[config.mk]
export PLATFORM = sky130hd
export DESIGN_NAME = mmio_gpio
export DESIGN_NICKNAME = d
export VERILOG_FILES = /design/src/rtl/mmio_gpio_pkg.sv /design/src/rtl/mmio_gpio_ctrl.sv /design/src/rtl/mmio_gpio_dp.sv /design/src/rtl/mmio_gpio.sv
export SDC_FILE = /design/constraint.sdc
export NUM_CORES = 1
export LEC_CHECK = 0
export ABC_AREA = 1
export BUFFER_PORTS_ARGS = -buffer_cell sky130_fd_sc_hd__buf_4
export CORE_UTILIZATION = 40
export DETAILED_ROUTE_END_ITERATION = 6
export HOLD_SLACK_MARGIN = 0.15
export PLACE_DENSITY_LB_ADDON = 0.15
export RECOVER_POWER = 25
export SKIP_CTS_REPAIR_TIMING = 1
export SLEW_MARGIN = 10
export SYNTH_ARGS = -nofsm -noshare
export SYNTH_HDL_FRONTEND = slang
export SYNTH_SLANG_ARGS = --single-unit
[constraint.sdc]
create_clock -name clk -period 1.1 [get_ports clk]
set_input_delay 0.11 -clock clk [delete_from_list [all_inputs] [get_ports clk]]
set_output_delay 0.11 -clock clk [all_outputs]
set_load 0.01 [all_outputs]
[src/rtl/mmio_gpio_pkg.sv]
package mmio_gpio_pkg;
  localparam int BUS_W = 32;

  typedef enum logic [1:0] {
    TRIG_RISE  = 2'd0,
    TRIG_FALL  = 2'd1,
    TRIG_BOTH  = 2'd2,
    TRIG_LEVEL = 2'd3
  } trigMode_e;

  // Word index decoding: behaviour depends on this order.
  typedef enum logic [1:0] {
    SEL_DATA = 2'd0,
    SEL_DIR  = 2'd1,
    SEL_MASK = 2'd2,
    SEL_CAP  = 2'd3
  } regSel_e;

  typedef struct packed {
    logic    wrData;
    logic    wrDir;
    logic    wrMask;
    logic    wrCap;
    regSel_e rdSel;
  } ctrlStrobe_t;
endpackage

[src/rtl/mmio_gpio_ctrl.sv]
module mmio_gpio_ctrl
  import mmio_gpio_pkg::*;
(
  input  logic [1:0]  busAddr,
  input  logic        busWrEn,
  output ctrlStrobe_t strobe
);
  regSel_e sel;

  always_comb begin
    sel           = regSel_e'(busAddr);
    strobe.rdSel  = sel;
    strobe.wrData = busWrEn && (sel == SEL_DATA);
    strobe.wrDir  = busWrEn && (sel == SEL_DIR);
    strobe.wrMask = busWrEn && (sel == SEL_MASK);
    strobe.wrCap  = busWrEn && (sel == SEL_CAP);
  end
endmodule

[src/rtl/mmio_gpio_dp.sv]
module mmio_gpio_dp
  import mmio_gpio_pkg::*;
#(
  parameter int        PIN_COUNT = 32,
  parameter trigMode_e TRIG_MODE = TRIG_RISE
) (
  input  logic                 clk,
  input  logic                 rstN,
  input  ctrlStrobe_t          strobe,
  input  logic [BUS_W-1:0]     busWrData,
  output logic [BUS_W-1:0]     busRdData,
  input  logic [PIN_COUNT-1:0] pinIn,
  output logic [PIN_COUNT-1:0] pinOut,
  output logic [PIN_COUNT-1:0] pinOe,
  output logic                 irqOut
);
  logic [PIN_COUNT-1:0] wrBits;
  logic [PIN_COUNT-1:0] syncStage1, syncLevel, syncPrev;
  logic [PIN_COUNT-1:0] outReg, dirReg, maskReg, capReg;
  logic [PIN_COUNT-1:0] eventHit, pinView;

  assign wrBits = busWrData[PIN_COUNT-1:0];

  always_ff @(posedge clk or negedge rstN) begin
    if (!rstN) begin
      syncStage1 <= '0;
      syncLevel  <= '0;
      syncPrev   <= '0;
    end else begin
      syncStage1 <= pinIn;
      syncLevel  <= syncStage1;
      syncPrev   <= syncLevel;
    end
  end

  always_ff @(posedge clk or negedge rstN) begin
    if (!rstN) begin
      outReg  <= '0;
      dirReg  <= '0;
      maskReg <= '0;
    end else begin
      if (strobe.wrData) outReg  <= wrBits;
      if (strobe.wrDir)  dirReg  <= wrBits;
      if (strobe.wrMask) maskReg <= wrBits;
    end
  end

  generate
    case (TRIG_MODE)
      TRIG_RISE: begin : g_rise
        assign eventHit = syncLevel & ~syncPrev;
      end
      TRIG_FALL: begin : g_fall
        assign eventHit = ~syncLevel & syncPrev;
      end
      TRIG_BOTH: begin : g_both
        assign eventHit = syncLevel ^ syncPrev;
      end
      default: begin : g_level
        assign eventHit = '0;
      end
    endcase

    if (TRIG_MODE == TRIG_LEVEL) begin : g_noCap
      assign capReg = '0;
      assign irqOut = |(syncLevel & maskReg);
    end else begin : g_cap
      always_ff @(posedge clk or negedge rstN) begin
        if (!rstN) capReg <= '0;
        else       capReg <= (capReg & ~(strobe.wrCap ? wrBits : '0)) | eventHit;
      end
      assign irqOut = |(capReg & maskReg);
    end
  endgenerate

  assign pinView = (dirReg & outReg) | (~dirReg & syncLevel);
  assign pinOut  = outReg;
  assign pinOe   = dirReg;

  always_comb begin
    unique case (strobe.rdSel)
      SEL_DATA: busRdData = BUS_W'(pinView);
      SEL_DIR:  busRdData = BUS_W'(dirReg);
      SEL_MASK: busRdData = BUS_W'(maskReg);
      default:  busRdData = BUS_W'(capReg);
    endcase
  end
endmodule

[src/rtl/mmio_gpio.sv]
module mmio_gpio
  import mmio_gpio_pkg::*;
#(
  parameter int        PIN_COUNT = 32,
  parameter trigMode_e TRIG_MODE = TRIG_RISE
) (
  input  logic                 clk,
  input  logic                 rstN,
  input  logic [1:0]           busAddr,
  input  logic                 busWrEn,
  input  logic [31:0]          busWrData,
  output logic [31:0]          busRdData,
  input  logic [PIN_COUNT-1:0] pinIn,
  output logic [PIN_COUNT-1:0] pinOut,
  output logic [PIN_COUNT-1:0] pinOe,
  output logic                 irqOut
);
  ctrlStrobe_t strobe;

  mmio_gpio_ctrl u_ctrl (
    .busAddr(busAddr),
    .busWrEn(busWrEn),
    .strobe (strobe)
  );

  mmio_gpio_dp #(
    .PIN_COUNT(PIN_COUNT),
    .TRIG_MODE(TRIG_MODE)
  ) u_dp (
    .clk      (clk),
    .rstN     (rstN),
    .strobe   (strobe),
    .busWrData(busWrData),
    .busRdData(busRdData),
    .pinIn    (pinIn),
    .pinOut   (pinOut),
    .pinOe    (pinOe),
    .irqOut   (irqOut)
  );
endmodule

# --- Word level (Yosys, flattened, before mapping) ---
# Cells that the tools add are included.
word_totals:
  register_bits: 224
  out_inout_bits: 97
classes:
  n_eq_ne: 3
  mux: 2
  n_bitwise: 10
  n_reduce_logical: 6
ops:
  columns: ["op", "count"]
  rows:
  - ["$and A32 B32 Y32", 5]
  - ["$not A32 Y32", 3]
  - ["$pmux W32 S3", 1]
  - ["$or A32 B32 Y32", 2]
  - ["$mux W32", 1]
  - ["$reduce_or A32 Y1", 1]
  - ["$eq A2 B2 Y1 const B", 2]
  - ["$logic_and A1 B1 Y1", 4]
  - ["$eq A2 B1 Y1 const B", 1]
  - ["$logic_not A2 Y1", 1]

# --- Logic depth before layout (Yosys ltp) ---
# Gate-level depths: netlist of run 1.
depth:
  word_depth: 6
  mapped_depth: 6
  depth_no_buf: 6

# --- Modules after synthesis ---
# A second synthesis of run 1 with hierarchy kept.
hier_totals:
  hier_cells: 862
  area_unflattened_um2: 8675.8
modules_own_cells:
  columns: ["mod", "n_inst", "cells_per_inst", "area_per_inst_um2", "seq_area_each_um2"]
  rows:
  - ["mmio_gpio_dp", 1, 852, 8630.8, 5605.4]
  - ["mmio_gpio_ctrl", 1, 10, 45.0, 0.0]

# --- Worst setup path before layout of run 1 ---
# No wires, ideal clock.
synth_path:
  path_type: "reg2out"
  startpoint: "register u_dp.maskReg[28]"
  endpoint: "output irqOut"
  arrival_time_ps: 785
  t_required_ps: 990
  slack_ps: 205
  stages_incl_launch_ff: 7
  path_buffers: 0
  path_cell_list: "dfrtp_1 -> nand2_1 -> nand2_1 -> nor2_1 -> nand2_1 -> nor2_1 -> nand2_1"
synth_via:
  elab_chain_cells: 2
synth_rtl:
  columns: ["element", "line", "source"]
  rows:
  - ["from (decl)", "mmio_gpio_dp.sv:19", "logic [PIN_COUNT-1:0] outReg, dirReg, maskReg, capReg;"]
  - ["from (signal assigned)", "mmio_gpio_dp.sv:44", "if (strobe.wrMask) maskReg <= wrBits;"]
  - ["$and A32 B32 Y32", "mmio_gpio_dp.sv:72", "assign irqOut = |(capReg & maskReg);"]
  - ["$reduce_or A32 Y1", "mmio_gpio_dp.sv:72", null]
  - ["to (decl)", "mmio_gpio.sv:16", "output logic irqOut"]
# Every way passes these cells.

# --- Worst setup path in the final report of run 1 ---
layout_path:
  startpoint: "register u_dp.capReg[11]"
  endpoint: "output irqOut"
layout_via:
  elab_chain_cells: 2
layout_rtl:
  columns: ["element", "line", "source"]
  rows:
  - ["from (decl)", "mmio_gpio_dp.sv:19", null]
  - ["from (signal assigned)", "mmio_gpio_dp.sv:70", "else capReg <= (capReg & ~(strobe.wrCap ? wrBits : '0)) | eventHit;"]
  - ["$and A32 B32 Y32", "mmio_gpio_dp.sv:72", null]
  - ["$reduce_or A32 Y1", "mmio_gpio_dp.sv:72", null]
# Every way passes these cells.

==> results of run 1 <==
[Yosys cell counts, drive strengths merged]
cell type and count:
buf 27, clkbuf 6, dfrtp 224, inv 67, nand2 314, nand4 32, nor2 13, o21ai 192
[through the flow]
| stage | instances | power, mW | setup TNS, ps | instance area [um2] | setup slack (ps) |
|---|---|---|---|---|---|
| global placement | 1368 | 13.6 | -426 | 10800 | -221 |
| detailed placement | 1368 | 13.7 | -350 | 10800 | -226 |
| floorplan | 875 | 11.3 | 0 | 8460 | 205 |
| global route | 1511 | 23.4 | -25390 | 12900 | -681 |
| finish | 1511 | 22.3 | -20230 | 12900 | -607 |
| CTS | 1411 | 21.5 | -21220 | 11500 | -764 |
[flip-flops by register name (all words and copies together), names as in the netlist]
signal	cells
u_dp.capReg	32
u_dp.maskReg	32
u_dp.pinOe	32
u_dp.pinOut	32
u_dp.syncLevel	32
u_dp.syncPrev	32
u_dp.syncStage1	32
[worst paths after layout]
check / startpoint / endpoint / slack, ps
setup / recovery: u_dp.capReg[11] / irqOut / -610
hold / removal: busWrEn / u_dp.pinOut[6] / 160
setup reg to reg: u_dp.maskReg[8] / u_dp.maskReg[8] / 210
hold reg to reg: u_dp.syncStage1[4] / u_dp.syncLevel[4] / 340
max in group asynchronous: rstN / u_dp.pinOe[12] / 250
min in group asynchronous: rstN / u_dp.pinOut[10] / 190
[cells by family (layout without fill, tap and decap cells)]
family / after synthesis / count (layout) / synth area share [%]
AOI/OAI and AO/OA: 192 / 192 / 11.4
buffers and inverters: 100 / 466 / 5.08
DFF: 224 / 224 / 66.3
and+or+nand+nor: 359 / 359 / 17.3
[metal layers]
metal / up-vias / part of all wire, % / track usage [%]
li1: 3533 / - / -
met1: 3397 / 47 / 29.7
met2: 154 / 47 / 31.8
met3: 35 / 4.1 / 3.15
met4: 0 / 1.8 / 4.48
met5: - / 0 / 0
[layout make-up]
| type | count | area [um2] |
|---|---|---|
| repair buffers | 356 | 3390 |
| inverters | 67 | 251 |
| clock buffers | 39 | 748 |
| multi-input cells | 551 | 2490 |
| fillers | 1708 | 7640 |
| well taps | 270 | 338 |
| clock inverters | 4 | 23.8 |
| flip-flops and latches | 224 | 5610 |
[worst min-delay path: cells and delay by family]
kind | cells | cell delay, ps
AOI/OAI and AO/OA | 1 | 70
buffers and inverters | 2 | 290
and+or+nand+nor | 2 | 150
[where the power goes]
part	switching [mW]	internal (mW)
clock network	3.11	4.63
logic	2.11	2.63
registers	0.669	9.10
total	5.89	16.4
==> summary.txt, run 1 <==
Critical path
  • Critical path's largest stage delay: ~380 ps
  • Critical Path End Type: output port
  • Critical path's most frequent cell: nand2_2
  • FF-to-FF path depth: 4
  • CP max stage cell: dfrtp_1
  • Crit-path max FO: 2
  • Cell family contributing the most delay on the critical path: simple AND/OR/NAND/NOR gates
  • Worst Path Required: 990 ps
  • WP depth: 7
  • Critical path cell sequence: nand2_1 > nand2_2 > nor2_4 > nand2_2 > nor2_2 > nand2_2 > buf_6
  • Critical path class: reg2out
  • Crit path DAT: 1600 ps
  • Startpoint types: register
  • Bufs and invs on worst path: 1

Timing
  • Hold Worst Slack: 165 ps
  • Setup WS post-layout: -607 ps
  • FMAX: between 500 and 600 MHz
  • RSZ-0062 raised after global routing: yes
  • Tightest Pin Transition: 638 ps
  • Fin crit share: 155%
  • Final setup viols: 97
  • Min cycle time layout: 1710 ps
  • Final Hold Viols: 0
  • Clk_skew: 14.8 ps
  • Final Max Tran Viols: 0
  • Relative slew slack: 57.4%

Yosys
  • Syn avg cell area: 9.66 um2
  • Post-Synthesis Cells: between 800 and 900
  • Synth top area cells: dfrtp_1 (66%), nand2_1 (14%), o21ai_1 (7.6%), o21ai_0 (3.7%), inv_1 (2.8%)
  • Top cell type by total area after synthesis: dfrtp_1
  • Syn Nets: 944
  • Yosys warns: 0
  • Synthesized flop and latch total: 224
  • Cell Area, Synth: roughly 0.0085 mm2
  • Sequential-to-total area share from yosys stat: approximately two thirds
  • Synth top area share: 66.3%
  • Unique masters post-synth: 14

Global routing
  • Overall Global Routing Usage: 20.3%
  • Initial antenna violation count: 0
  • First-pass GRT wire length: roughly 35000 um
  • Largest net degree at the start of global routing: 41
  • Gr ovfl total: 0
  • Vias in the first global route: 6674

Clock network
  • CTS tree: yes
  • Worst-path clk slew: roughly 60 ps
  • Num CTS Buffers: 25
  • Clk buf depth: 3
  • Htree depth: 1
  • Clk Latency, worst-skew pair: between 500 and 600 ps
  • Root Buffer: clkbuf_16
  • # clock sinks: 224

Cells and area
  • Commonest non-fill, non-tap cell in the layout: nand2_1
  • Nets: ~1300
  • Antenna cells: 0
  • Layout area overhead: 52.0%
  • Share of layout cells above drive strength 1: 29.0%
  • Commonest cells after routing, fill and taps aside: nand2_1 (298), dfrtp_1 (219), o21ai_1 (159)
  • Final core utilization: between 60% and 70%

Status
  • Failing checks: setup timing
  • Status: finished, violations left

Power and ir drop
  • VDD IR max: 1.31 mV
  • Pwr dens: 1730 mW/mm2
  • Leakage: 6.21 nW

Routing
  • Routed vias: between 7000 and 8000
  • Number of vias per cell: 4.71
  • Total routed wirelength: around 22000 um
  • Routed Antenna Nets: 0
  • Initial DRC Count: 301
  • WL/cell: 14.9 um
  • Drt pass-1 iters: 4
  • Drt drc: 0

Run
  • # Max-Cap Violations: 0

Floorplan
  • Die span in x: approximately 150 um
  • Die area: 0.0217 mm2
  • I/O pins: 166
  • Initial Utilization: 41.3%
  • FP Rows: 52
  • Die height: approximately 150 um
  • Core ar.: 0.0205 mm2

Worst hold path
  • Hold Path Cell Cnt: 5
  • Hold Path Class: in2reg

Place
  • Global placement routability congestion: 0.761
  • Buffers on Ports: 165
  • Final HPWL DP: 14600 um
Power figures use the tool's default switching activity.
==> run 2: changes to the inputs <==
Clock period 1.1 ns to 1.4 ns, I/O delays scaled along.
==> summary.txt, run 2 (same netlist as run 1, synthesis figures left out) <==
Timing
  • Min cycle time layout: between 1500 and 2000 ps
  • Clk_skew: 7.90 ps (-6.87 ps)
  • RSZ-0062 raised after global routing: yes
  • Hold Worst Slack: 198 ps (+33.2 ps)
  • Final Hold Viols: 0 (unchanged)
  • Relative slew slack: 46.9% (-10 points)
  • Setup WS post-layout: -337 ps (+271 ps)
  • Final setup viols: 34 (-65%)
  • Tightest Pin Transition: 796 ps (+157 ps)
  • Final Max Tran Viols: 0 (unchanged)
  • Fin crit share: 124%
  • FMAX: 576 MHz

Clock network
  • Clk buf depth: 3 (unchanged)
  • CTS tree: yes
  • Root Buffer: clkbuf_16
  • Worst-path clk slew: 60 ps (about the same)
  • Clk Latency, worst-skew pair: 510 ps (about the same)
  • Htree depth: 1 (unchanged)
  • # clock sinks: 224 (unchanged)
  • Num CTS Buffers: 24 (-4.0%)

Worst hold path
  • Hold Crit Endpoint: u_dp.pinOe[16]
  • Hold Path Class: in2reg
  • Hold Path Cell Cnt: 5 (unchanged)
  • Hold_sp: busWrEn

Critical path
  • Crit. Startpoint: u_dp.maskReg[10]
  • CP max stage cell: dfrtp_1
  • Worst Path Required: 1260 ps (+270 ps)
  • Critical path's largest stage delay: 390 ps (about the same)
  • Critical R2R Launch: u_dp.maskReg[12]
  • FF-to-FF path depth: 4 (unchanged)
  • Startpoint types: register
  • Critical path cell sequence: nand2_1 > nand2_2 > nor2_4 > nand2_2 > nor2_4 > nand2_2 > buf_6
  • Crit-path max FO: 3 (+1)
  • Critical Path End Type: output port
  • Crit path DAT: 1600 ps (about the same)
  • Critical path class: reg2out
  • Flop2flop setup slack: 520 ps (+310 ps)
  • Critical path's most frequent cell: nand2_2
  • R2r endpoint: u_dp.maskReg[12]

Global routing
  • Overall Global Routing Usage: 19.8% (-0.46 points)
  • Vias in the first global route: 6318 (-5.3%)
  • Largest net degree at the start of global routing: 65 (+59%)
  • First-pass GRT wire length: 33600 um (-3.0%)
  • Initial antenna violation count: 0 (unchanged)
  • Gr ovfl total: 0 (unchanged)

Power and ir drop
  • VDD IR max: 0.980 mV (-25%)
  • Pwr dens: 1470 mW/mm2 (-15%)
  • Tot Pwr: 17.7 mW (-20%)
  • Leakage: 5.82 nW (-6.3%)

Routing
  • Drt drc: 0 (unchanged)
  • Routed vias: 6875 (-3.4%)
  • Total routed wirelength: 21800 um (-3.0%)
  • Number of vias per cell: 4.75 (+0.91%)
  • Routed Antenna Nets: 0 (unchanged)
  • Initial DRC Count: 376 (+25%)
  • WL/cell: 15.1 um (+1.4%)
  • Drt pass-1 iters: 5 (+1)

Cells and area
  • Non-Filler Instances: 1446 (-4.3%)
  • Number of fill cells: 1833 (+7.3%)
  • Antenna cells: 0 (unchanged)
  • Layout area overhead: 42.7%
  • Nets: 1227 (-5.2%)
  • Commonest non-fill, non-tap cell in the layout: nand2_1
  • Share of layout cells above drive strength 1: 25.1% (-3.9 points)
  • Final core utilization: 58.9% (-3.9 points)
  • Commonest cells after routing, fill and taps aside: nand2_1 (299), dfrtp_1 (220), buf_4 (173)

Run
  • # Max-Cap Violations: 0 (unchanged)

Floorplan
  • Initial Utilization: 41.3% (unchanged)
  • I/O pins: 166 (unchanged)
  • Die height: 147 um (unchanged)
  • FP Rows: 52 (unchanged)
  • Die span in x: 147 um (unchanged)
  • Core ar.: 0.0205 mm2 (unchanged)
  • Die area: 0.0217 mm2 (unchanged)

Place
  • Placed insts: 1298 (-5.1%)
  • Buffers on Ports: 165 (unchanged)
  • Placement Setup Slack: 34.2 ps (+261 ps)
  • Final HPWL DP: 13900 um (-4.6%)
  • Global placement routability congestion: 0.770 (+1.1%)

Status
  • Failing checks: setup timing
  • Status: finished, violations left
[run 2: routing by layer]
metal	share of wire, %	vias to the layer above	GRT usage, %
met5	0	-	0
met3	4.3	30	2.78
met1	46	3279	28.5
met2	48	176	31.7
li1	-	3390	-
met4	1.8	0	5.00
[run 2: how the worst max path moves through the flow]
stage | endpoint | cells past startpoint
after global placement | irqOut | 7
after CTS | irqOut | 7
after detailed placement | irqOut | 7
after floorplan | irqOut | 6
after global routing | irqOut | 7
final | irqOut | 7
[run 2: where the power goes]
| group | internal (mW) | switching, mW |
|---|---|---|
| clock | 4.45 | 2.51 |
| sequential | 7.15 | 0.522 |
| combinational | 1.55 | 1.52 |
| total | 13.1 | 4.56 |
[run 2: final cells by class]
class / count / area, um2 / share of cell area [%]
flip-flops and latches: 224 / 5610 / 46.5
inverters: 67 / 251 / 2.08
repair buffers: 290 / 2490 / 20.7
clock buffers: 35 / 713 / 5.91
well taps: 270 / 338 / 2.80
multi-input cells: 551 / 2490 / 20.6
clock inverters: 9 / 173 / 1.43
[run 2: critical path, delay by kind of cell (launching register included)]
family	cells	cell delay [ps]
flip-flops	1	390
buffers and inverters	1	130
AND/OR/NAND/NOR	6	570
[run 2: metrics by stage]
step | area [um2] | TNS [ps]
finish | 12100 | -4240
detailed placement | 10200 | 0
global placement | 10200 | 0
CTS | 11100 | -5600
floorplan | 8460 | 0
global route | 12100 | -9740
==> run 3: changes to the inputs <==
Settings changed: ABC_AREA 1 to default.
==> summary.txt, run 3 <==
Status
  • Status: finished, violations left
  • Failing checks: setup timing

Timing
  • Setup WS post-layout: -683 ps (-346 ps)
  • RSZ-0062 raised after global routing: yes
  • Clk_skew: 5.24 ps (-2.66 ps)
  • Hold Worst Slack: 294 ps (+95.8 ps)
  • Final Max Tran Viols: 0 (unchanged)
  • Tightest Pin Transition: 500 ps (-296 ps)
  • Relative slew slack: 66.6% (+20 points)
  • Fin crit share: 149% (+25 points)
  • Final Hold Viols: 0 (unchanged)
  • Min cycle time layout: 2080 ps (+346 ps)
  • Final setup viols: 93 (+170%)
  • FMAX: 480 MHz (-17%)

Routing
  • Drt pass-1 iters: 5 (unchanged)
  • Routed Antenna Nets: 0 (unchanged)
  • Initial DRC Count: 219 (-42%)
  • Drt drc: 0 (unchanged)
  • WL/cell: 18.5 um (+23%)
  • Number of vias per cell: 5.01 (+5.4%)
  • Total routed wirelength: 23300 um (+6.9%)
  • Routed vias: 6317 (-8.1%)

Floorplan
  • Die height: 149 um (+1.4%)
  • Core ar.: 0.0212 mm2 (+3.2%)
  • I/O pins: 166 (unchanged)
  • FP Rows: 53 (+1.9%)
  • Die span in x: 149 um (+1.4%)
  • Initial Utilization: 41.1% (-0.12 points)
  • Die area: 0.0223 mm2 (+2.9%)

Critical path
  • Crit path DAT: 1940 ps (+340 ps)
  • Crit-path max FO: 3 (unchanged)
  • Startpoint types: register
  • Flop2flop setup slack: 440 ps (-80 ps)
  • Critical path class: reg2out
  • Critical Path End Type: output port
  • Worst Path Required: 1260 ps (about the same)

Yosys
  • Sequential-to-total area share from yosys stat: 64.4% (-1.9 points)
  • Top FF cell, synth: dfrtp_1
  • Synthesized flop and latch total: 224 (unchanged)
  • Syn Nets: 704 (-25%)
  • Synth top area share: 64.4% (-1.9 points)
  • Top cell type by total area after synthesis: dfrtp_1
  • Post-Synth XOR/XNOR Area: 0% (unchanged)
  • Number of flops mapped to enable cells by yosys: 0 (unchanged)
  • Async S/R FF share, synth: 100% (unchanged)
  • Unique masters post-synth: 29 (+15)
  • Compound-cell area share of the yosys netlist: 11.7% (+0.35 points)
  • Adder-cell share of the synthesized area: 0% (unchanged)
  • Syn avg cell area: 13.7 um2 (+42%)
  • Largest family of logic cells by synthesized area: multiplexers
  • Most common cell in the netlist: dfrtp_1
  • Post-Synthesis Cells: 635 (-27%)
  • Mux contribution to synthesized area: 16.0% (+16 points)
  • Synth Area in Simple Gates: 4.24% (-13 points)
  • Yosys warns: 0 (unchanged)
  • Synth top area cells: dfrtp_1 (64%), mux2_2 (12%), mux2i_1 (3.6%), a22o_1 (3.1%), o21a_1 (2.7%)
  • Top cells by count, synth: dfrtp_1 (224), mux2_2 (94), nand2_1 (33)
  • Cell Area, Synth: 0.00870 mm2 (+2.9%)

Run
  • # Max-Cap Violations: 0 (unchanged)

Cells and area
  • Commonest cells after routing, fill and taps aside: dfrtp_1 (224), buf_4 (209), mux2_2 (94)
  • Layout area overhead: 50.6%
  • Final Cell Area: 0.0131 mm2 (+8.6%)
  • Non-Filler Instances: 1260 (-13%)
  • Antenna cells: 0 (unchanged)
  • Nets: 1037 (-15%)
  • Share of layout cells above drive strength 1: 49.8% (+25 points)
  • Commonest non-fill, non-tap cell in the layout: dfrtp_1

Global routing
  • Gr ovfl total: 0 (unchanged)
  • First-pass GRT wire length: 34500 um (+2.7%)
  • Initial antenna violation count: 0 (unchanged)
  • Largest net degree at the start of global routing: 60 (-7.7%)
  • Overall Global Routing Usage: 20.0% (+0.23 points)
  • Vias in the first global route: 6211 (-1.7%)

Place
  • Final HPWL DP: 15300 um (+9.8%)
  • Buffers on Ports: 165 (unchanged)
  • Placement Setup Slack: -266 ps (-300 ps)
  • Global placement routability congestion: 0.784 (+1.9%)
  • Placement Cell Area: 0.0108 mm2 (+6.2%)
  • Placed insts: 1117 (-14%)

Clock network
  • Num CTS Buffers: 24 (unchanged)
  • Htree depth: 1 (unchanged)
  • CTS tree: yes
  • Clk buf depth: 3 (unchanged)
  • # clock sinks: 224 (unchanged)
  • Clk Latency, worst-skew pair: 510 ps (about the same)
  • Worst-path clk slew: 60 ps (about the same)
  • Root Buffer: clkbuf_16

Power and ir drop
  • VDD IR max: 1.06 mV (+8.5%)
  • Leakage: 5.90 nW (+1.4%)
  • Pwr dens: 1440 mW/mm2 (-2.1%)
  • Tot Pwr: 18.8 mW (+6.3%)

Worst hold path
  • Hold Path Class: in2reg
==> run 3: final timing paths <==
kind | start | to | depth (start not counted)
setup / recovery | u_dp.capReg[19] | irqOut | 4
hold reg to reg | u_dp.syncStage1[25] | u_dp.syncLevel[25] | 0
setup reg to reg | u_dp.maskReg[5] | u_dp.maskReg[5] | 2
hold / removal | pinIn[6] | u_dp.syncStage1[6] | 2
max in group asynchronous | rstN | u_dp.syncPrev[15] | 4
min in group asynchronous | rstN | u_dp.syncStage1[0] | 3
==> run 3: per-stage QoR <==
stage | setup TNS, ps | util, %
floorplan | 0 | -
global placement | -248 | 51.1
detailed placement | -299 | 51.1
CTS | -10210 | 55.2
global route | -31800 | 61.9
finish | -10740 | 61.9
==> run 3: cell families (layout without fill, tap and decap cells) <==
group	count (synthesis)	after routing
flops	224	224
compound gates	141	141
mux	127	127
simple gates	79	79
buf+inv	64	414
==> run 3: where the power goes <==
part           leakage [nW]  internal (mW)  switching (mW)  total (mW)
combinational          2.91           2.44            1.78        4.22
clock                 0.425           4.28            2.47        6.75
sequential             2.57           7.24           0.605        7.84
==> run 3: cell type report <==
cell class                 instances  area, um2
clock buffer                      39        768
clock inverter                     4       95.1
fill                            1609       8050
inverter                          32        120
multi-input combinational        347       3260
sequential                       224       5610
tap                              275        344
timing repair buffer             339       2910
==> run 3: routing by layer <==
| metal | up-vias | wire length [um] | track usage (%) |
|---|---|---|---|
| met5 | - | 0 | 0 |
| met2 | 139 | 11600 | 32.5 |
| met3 | 34 | 833 | 2.80 |
| met1 | 3222 | 10500 | 28.3 |
| met4 | 0 | 415 | 4.95 |
| li1 | 2922 | - | - |
==> run 3: critical path: stages, from the launching register on <==
cell and delay (ps):
dfrtp_1 410, a22oi_1 210, nand4_1 120, or4_4 550, buf_6 140
